`src/rtl/extint_pkg.sv`:
```
package extint_pkg;
  localparam int CH_N   = 16;
  localparam int REG_W  = 32;
  localparam int ADDR_W = 8;

  localparam logic [ADDR_W-1:0] OFS_DATA  = 8'h00;
  localparam logic [ADDR_W-1:0] OFS_DMASK = 8'h04;
  localparam logic [ADDR_W-1:0] OFS_POL   = 8'h14;
  localparam logic [ADDR_W-1:0] OFS_IE    = 8'h18;
  localparam logic [ADDR_W-1:0] OFS_RAW   = 8'h1C;
  localparam logic [ADDR_W-1:0] OFS_MIS   = 8'h20;
  localparam logic [ADDR_W-1:0] OFS_CLR   = 8'h24;
  localparam logic [ADDR_W-1:0] OFS_TRIG  = 8'h28;
  localparam logic [ADDR_W-1:0] OFS_CTRL  = 8'h40;

  // one-cycle command strobes from the register front end to the channels
  typedef struct packed {
    logic [CH_N-1:0] trig;
    logic [CH_N-1:0] clr;
  } strobe_t;
endpackage

```
`src/rtl/extint_regs.sv`:
```
module extint_regs import extint_pkg::*; #(
  parameter int DBNC_W = 12
) (
  input  logic                         clk,
  input  logic                         rst_n,
  input  logic [ADDR_W-1:0]            busAddr,
  input  logic                         busWe,
  input  logic [REG_W-1:0]             busWdata,
  input  logic [CH_N-1:0]              filtLvl,
  input  logic [CH_N-1:0]              rawStat,
  output logic [REG_W-1:0]             busRdata,
  output strobe_t                      strb,
  output logic [CH_N-1:0]              dataMask,
  output logic [CH_N-1:0]              polSel,
  output logic [CH_N-1:0]              intEn,
  output logic [CH_N-1:0][DBNC_W-1:0]  dbncMs
);
  localparam int IDX_W    = (CH_N > 1) ? $clog2(CH_N) : 1;
  localparam int CTRL_END = int'(OFS_CTRL) + 4 * CH_N;

  logic [CH_N-1:0][REG_W-1:0] ctrlWord;
  logic                       ctrlHit;
  logic [ADDR_W-1:0]          ctrlOff;
  logic [IDX_W-1:0]           ctrlIdx;
  logic [REG_W-1:0]           rdNext;

  always_comb begin
    ctrlHit = (int'(busAddr) >= int'(OFS_CTRL)) && (int'(busAddr) < CTRL_END);
    ctrlOff = busAddr - OFS_CTRL;
    ctrlIdx = ctrlOff[IDX_W+1:2];
  end

  // command strobes live for exactly the write cycle
  always_comb begin
    strb.trig = (busWe && busAddr == OFS_TRIG) ? busWdata[CH_N-1:0] : '0;
    strb.clr  = (busWe && busAddr == OFS_CLR)  ? busWdata[CH_N-1:0] : '0;
  end

  always_ff @(posedge clk or negedge rst_n) begin
    if (!rst_n) begin
      dataMask <= '0;
      polSel   <= '0;
      intEn    <= '0;
      ctrlWord <= '0;
    end else if (busWe) begin
      case (busAddr)
        OFS_DMASK: dataMask <= busWdata[CH_N-1:0];
        OFS_POL:   polSel   <= busWdata[CH_N-1:0];
        OFS_IE:    intEn    <= busWdata[CH_N-1:0];
        default:   if (ctrlHit) ctrlWord[ctrlIdx] <= busWdata;
      endcase
    end
  end

  always_comb begin
    rdNext = '0;
    case (busAddr)
      OFS_DATA:  rdNext[CH_N-1:0] = filtLvl & dataMask;
      OFS_DMASK: rdNext[CH_N-1:0] = dataMask;
      OFS_POL:   rdNext[CH_N-1:0] = polSel;
      OFS_IE:    rdNext[CH_N-1:0] = intEn;
      OFS_RAW:   rdNext[CH_N-1:0] = rawStat;
      OFS_MIS:   rdNext[CH_N-1:0] = rawStat & intEn;
      default:   if (ctrlHit) rdNext = ctrlWord[ctrlIdx];
    endcase
  end

  always_ff @(posedge clk or negedge rst_n) begin
    if (!rst_n) busRdata <= '0;
    else        busRdata <= rdNext;
  end

  for (genvar g = 0; g < CH_N; g++) begin : g_dbnc
    assign dbncMs[g] = ctrlWord[g][DBNC_W-1:0];
  end
endmodule

```
`src/rtl/extint_core.sv`:
```
module extint_core import extint_pkg::*; #(
  parameter int TICK_DIV = 1000,
  parameter int DBNC_W   = 12
) (
  input  logic                         clk,
  input  logic                         rst_n,
  input  logic [CH_N-1:0]              pinIn,
  input  strobe_t                      strb,
  input  logic [CH_N-1:0]              polSel,
  input  logic [CH_N-1:0]              intEn,
  input  logic [CH_N-1:0][DBNC_W-1:0]  dbncMs,
  output logic [CH_N-1:0]              filtLvl,
  output logic [CH_N-1:0]              rawStat,
  output logic [CH_N-1:0]              armedVec,
  output logic                         irqOut
);
  localparam int TW = (TICK_DIV > 1) ? $clog2(TICK_DIV) : 1;

  logic [TW-1:0]   tickCnt;
  logic            msTick;
  logic [CH_N-1:0] syncA, syncB;

  assign msTick = (tickCnt == TW'(TICK_DIV - 1));

  always_ff @(posedge clk or negedge rst_n) begin
    if (!rst_n) begin
      tickCnt <= '0;
      syncA   <= '0;
      syncB   <= '0;
    end else begin
      tickCnt <= msTick ? '0 : tickCnt + 1'b1;
      syncA   <= pinIn;
      syncB   <= syncA;
    end
  end

  for (genvar g = 0; g < CH_N; g++) begin : g_ch
    logic              filtQ, rawQ, armedQ, pendQ, hit;
    logic [DBNC_W-1:0] stabCnt, pendCnt;

    assign hit = armedQ && (filtQ == polSel[g]);

    // debounce filter
    always_ff @(posedge clk or negedge rst_n) begin
      if (!rst_n) begin
        filtQ   <= 1'b0;
        stabCnt <= '0;
      end else if (strb.trig[g]) begin
        stabCnt <= '0;
      end else if (dbncMs[g] == '0) begin
        filtQ   <= syncB[g];
        stabCnt <= '0;
      end else if (syncB[g] == filtQ) begin
        stabCnt <= '0;
      end else if (msTick) begin
        if (stabCnt >= dbncMs[g] - 1'b1) begin
          filtQ   <= syncB[g];
          stabCnt <= '0;
        end else begin
          stabCnt <= stabCnt + 1'b1;
        end
      end
    end

    // arming sequencer: trigger -> wait debounce time -> armed -> one event
    always_ff @(posedge clk or negedge rst_n) begin
      if (!rst_n) begin
        pendQ   <= 1'b0;
        armedQ  <= 1'b0;
        pendCnt <= '0;
      end else if (strb.trig[g]) begin
        pendQ   <= 1'b1;
        armedQ  <= 1'b0;
        pendCnt <= '0;
      end else if (pendQ) begin
        if (pendCnt >= dbncMs[g]) begin
          pendQ  <= 1'b0;
          armedQ <= 1'b1;
        end else if (msTick) begin
          pendCnt <= pendCnt + 1'b1;
        end
      end else if (hit) begin
        armedQ <= 1'b0;
      end
    end

    // sticky flag, a new event beats a simultaneous clear
    always_ff @(posedge clk or negedge rst_n) begin
      if (!rst_n) rawQ <= 1'b0;
      else        rawQ <= hit | (rawQ & ~strb.clr[g]);
    end

    assign filtLvl[g]  = filtQ;
    assign rawStat[g]  = rawQ;
    assign armedVec[g] = armedQ;
  end

  always_ff @(posedge clk or negedge rst_n) begin
    if (!rst_n) irqOut <= 1'b0;
    else        irqOut <= |(rawStat & intEn);
  end
endmodule

```
`src/rtl/extint_ctrl.sv`:
```
module extint_ctrl import extint_pkg::*; #(
  parameter int TICK_DIV = 1000,
  parameter int DBNC_W   = 12
) (
  input  logic              clk,
  input  logic              rst_n,
  input  logic [CH_N-1:0]   pinIn,
  input  logic [ADDR_W-1:0] busAddr,
  input  logic              busWe,
  input  logic [REG_W-1:0]  busWdata,
  output logic [REG_W-1:0]  busRdata,
  output logic              irqOut
);
  strobe_t                     strb;
  logic [CH_N-1:0]             dataMask, polSel, intEn;
  logic [CH_N-1:0]             filtLvl, rawStat, armedVec;
  logic [CH_N-1:0][DBNC_W-1:0] dbncMs;

  extint_regs #(.DBNC_W(DBNC_W)) u_regs (
    .clk(clk), .rst_n(rst_n), .busAddr(busAddr), .busWe(busWe),
    .busWdata(busWdata), .filtLvl(filtLvl), .rawStat(rawStat),
    .busRdata(busRdata), .strb(strb), .dataMask(dataMask),
    .polSel(polSel), .intEn(intEn), .dbncMs(dbncMs)
  );

  extint_core #(.TICK_DIV(TICK_DIV), .DBNC_W(DBNC_W)) u_core (
    .clk(clk), .rst_n(rst_n), .pinIn(pinIn), .strb(strb),
    .polSel(polSel), .intEn(intEn), .dbncMs(dbncMs),
    .filtLvl(filtLvl), .rawStat(rawStat), .armedVec(armedVec),
    .irqOut(irqOut)
  );
endmodule

```
`config.mk`:
```
export PLATFORM = sky130hd
export DESIGN_NAME = extint_ctrl
export DESIGN_NICKNAME = d
export VERILOG_FILES = /design/src/rtl/extint_pkg.sv /design/src/rtl/extint_regs.sv /design/src/rtl/extint_core.sv /design/src/rtl/extint_ctrl.sv
export SDC_FILE = /design/constraint.sdc
export NUM_CORES = 2
export LEC_CHECK = 0
export BUFFER_PORTS_ARGS = -buffer_cell sky130_fd_sc_hd__buf_2
export CELL_PAD_IN_SITES_DETAIL_PLACEMENT = 1
export CELL_PAD_IN_SITES_GLOBAL_PLACEMENT = 1
export CORE_MARGIN = 5
export CORE_UTILIZATION = 40
export DETAILED_ROUTE_END_ITERATION = 6
export PLACE_DENSITY_LB_ADDON = 0.3
export SETUP_SLACK_MARGIN = 0.02
export SLEW_MARGIN = 10
export SYNTH_ARGS = -nofsm -noshare
export SYNTH_HDL_FRONTEND = slang
export SYNTH_SLANG_ARGS = --single-unit
```
`constraint.sdc`:
```
create_clock -name clk -period 8.4 [get_ports clk]
set_input_delay 1.26 -clock clk [delete_from_list [all_inputs] [get_ports clk]]
set_output_delay 1.26 -clock clk [all_outputs]
set_load 0.005 [all_outputs]
```
==> impl_metrics.ini <==
[outcome]
status = finished, final reports clean

[cts]
clock-root-buffer = clkbuf_16
cts_sinks = 1083
cts_tree = done
htreeDepth = 4
clk_pin_slew_ps = 60
clk_latency_ps = 780
cts_resized = 0
postCtsSetupRepairBufs = 0
holdBufCountCts = 0
clockBufferDepth = 3
cts_buffers = 132

[sta]
fin_crit_sh_pct = 50.7
setup_viol = 0
setup_slack_ps = 4140
worstMarginPinSlew_ps = 1230
slew_headroom_pct = 17.2
fin_crit_ps = 4260
fmax_mhz = 235
tns_ps = 0
clock_skew_ps = 37.3
whs_ps = 347
timing.final.max_slew_violations = 0
rsz0062_at_grt = false
finalHoldViolCount = 0

[logic_synthesis]
synth_ff_type = dfrtp_1
syn-cell-area_um2 = 61500
yosys.area_share.adder_pct = 9.13
synth.yosys.warnings = 0
synthXorXnorAreaFrac_pct = 5.11
synth.largest_area_cell = dfrtp_1
synth_compound_area_share_pct = 9.19
muxShareOfSynthArea_pct = 13.7
yosys.area_share.simple_pct = 15.4
netlist_top_cells_area = dfrtp_1, ha_1, mux2_2, mux4_2, xnor2_1
yosys.cell_types.count = 75
synth-edff-count = 0
synth_top_family_by_area = simple AND/OR/NAND/NOR gates
synth_seq_area_share_pct = 44.0
synth-async-reset-ratio_pct = 100
synth_cells = 5956
synth.avg_cell_area_um2 = 10.3
syn_nets = 6464
synth-seq-cells = 1083
synth_top_area_share_pct = 44.0

[pwr]
p_per_area_nw_per_um2 = 219
total_power_mw = 15.1
p_seq_share_pct = 41.2
leakagePower_nw = 30.9
power.internal_mw = 10.5
p_comb_share_pct = 18.2
p_clk_share_pct = 40.6
power.switching_mw = 4.60
ir_drop_v = 0.000214
switching_share_pct = 30.4

[finish]
layout-drive-gt1-share_pct = 16.3
multi_input_area_um2 = 32600
utilization_pct = 45.0
seq_area_um2 = 27100
fin_nets = 6510
n_fill_cell = 16800
area_growth_pct = 12.3

[detailed_routing]
antenna_left = 0
drt_iter0_drc = 3405
route.detailed.drc = 0
drt-met1-wl_mm = 85.5
wl_met2_mm = 90.3
routed_wl_mm = 194
wl_met3_mm = 11.3
first_pass_iters = 6
post_drt_via_cell_ratio = 5.80
wl_per_cell_um = 23.8
vias = 47300
top_layer = met5

[setup_path]
cp.required_ps = 9050
crit_path_start_kind = input port
startpoint = busAddr[1]
endpoint_kind = register
reg2reg_slack_ps = 4170
r2r_cells = 12
r2r_end = u_core.g_ch[9].stabCnt[11]$_DFFE_PN0P_
path_max_fanout = 21
endpoint = u_regs.dataMask[0]$_DFFE_PN0P_
crit_type = input port to register
rr_startpoint = u_regs.dbncMs[110]$_DFFE_PN0P_
cp.arrival_ps = 4910

[placed_design]
place_congestion = 0.859
dp_slack_ps = 3450
dp_hpwl_mm = 136
portBuffers = 91

[die]
io_pins = 92
dieArea_um2 = 162000
start_util_pct = 40.1
die_w_um = 402
die_h_um = 402
rows = 144
coreArea_um2 = 154000

[flow_run]
maxCapViolations = 0

[global_routing]
grtUsageTotal_pct = 23.7
grt_first_pass_wirelength_mm = 302
grt_pass1_vias = 49700
antenna_found_initial = 21
grt_overflow = 0
grt_max_degree = 145

[min_path]
min_path_type = register to register
power groups by stage:
stage               sequential [mW]  combinational, mW  clock [mW]
finish                         6.23               2.76        6.15
global placement               6.28               2.62           0
global route                   6.28               3.10        6.50
CTS                            6.22               2.78        6.28
floorplan                      6.05               1.92           0
detailed placement             6.31               2.75           0
layer usage:
layer	track usage [%]	up-vias
met5	0	-
met1	32.3	24400
met3	4.28	322
li1	-	21400
met4	7.88	16
met2	38.4	1116
cell type report:
cell class / instances / area share (%)
antenna: 7 / 0.0253
clock buffer: 186 / 5.62
clock inverter: 50 / 1.21
inverter: 292 / 1.59
multi-input combinational: 4334 / 47.1
sequential: 1083 / 39.2
tap: 2044 / 3.70
timing repair buffer: 159 / 1.54
critical path, stage by stage:
cell     delay, ps
buf_2          110
or4_1          990
nor4_4        1180
nand2_1        820
mux2_2         510
how the worst min path moves through the flow:
stage | cells after the start | end | startpoint
after floorplan | 0 | u_core.syncB[0]$_DFF_PN0_ | u_core.syncA[0]$_DFF_PN0_
after global placement | 0 | u_core.syncB[7]$_DFF_PN0_ | u_core.syncA[7]$_DFF_PN0_
after detailed placement | 0 | u_core.syncB[11]$_DFF_PN0_ | u_core.syncA[11]$_DFF_PN0_
after CTS | 0 | u_core.syncB[11]$_DFF_PN0_ | u_core.syncA[11]$_DFF_PN0_
after global routing | 0 | u_core.syncB[12]$_DFF_PN0_ | u_core.syncA[12]$_DFF_PN0_
final | 0 | u_core.syncB[4]$_DFF_PN0_ | u_core.syncA[4]$_DFF_PN0_
stage by stage:
step | area, µm² | cells
global placement | 64400 | 7912
global route | 69100 | 8148
floorplan | 61500 | 5956
CTS | 69100 | 8148
detailed placement | 64400 | 7912
finish | 69100 | 8155
synthesized netlist by cell type, types with 22 or more instances:
master / number
nand2b_1: 42
ha_1: 449
nor2b_1: 39
nor2_1: 439
nor3b_1: 28
mux2_2: 410
a21oi_1: 177
or3_1: 44
mux2i_1: 23
nand3_1: 183
clkbuf_1: 201
o31ai_1: 44
xor2_1: 67
and3_1: 108
o21ai_0: 492
a22o_1: 34
nand2_1: 614
and2_1: 43
a21o_1: 55
a22oi_1: 22
inv_1: 292
or4_1: 27
xnor2_1: 292
a211oi_1: 29
dfrtp_1: 1083
nor4_1: 99
mux4_2: 160
nor3_1: 131
nand4_1: 111
buf_1: 22
placed cells by master, fill, tap and decap left out, types with 23 or more instances in the layout:
cell       count
buf_2         88
inv_1        292
a21oi_1      177
nor3_1       129
o21ai_0      491
buf_4         62
mux2_2       410
or4_1         26
xnor2_1      292
nor3b_1       28
a22o_1        34
xor2_1        67
o31ai_1       44
nor2b_1       37
nand3_1      183
or3_1         44
and3_1       108
nand4_1      111
a211oi_1      29
nor4_1        91
nor2_1       430
clkbuf_16    133
mux2i_1       23
nand2_1      612
clkbuf_8      36
dfrtp_1     1083
nand2b_1      41
and2_1        43
mux4_2       160
ha_1         449
a21o_1        55
registers in the layout, summed over array words and instances, names as in the netlist:
name and flops:
u_core.g_ch.pendCnt 192, u_regs.busRdata 32, u_regs.dbncMs 192, u_regs.polSel 16, u_core.g_ch.stabCnt 192, u_core.g_ch.rawQ 16, u_core.g_ch.armedQ 16, u_regs.ctrlWord 320
u_core.syncB 16, u_core.g_ch.pendQ 16, u_regs.intEn 16, u_core.tickCnt 10, u_regs.dataMask 16, u_core.syncA 16, u_core.g_ch.filtQ 16, u_core.irqOut 1
cells by family (layout without fill, tap and decap cells):
| kind of cell | Yosys count | count (layout) |
|---|---|---|
| AO/OA/AOI/OAI | 962 | 962 |
| adder cells (fa/ha/maj) | 449 | 449 |
| flip-flops | 1083 | 1083 |
| XOR/XNOR | 359 | 359 |
| multiplexers | 593 | 593 |
| buffers and inverters | 539 | 687 |
| AND/OR/NAND/NOR | 1971 | 1971 |
| other | 0 | 7 |
(Power assumes the default switching activity.)
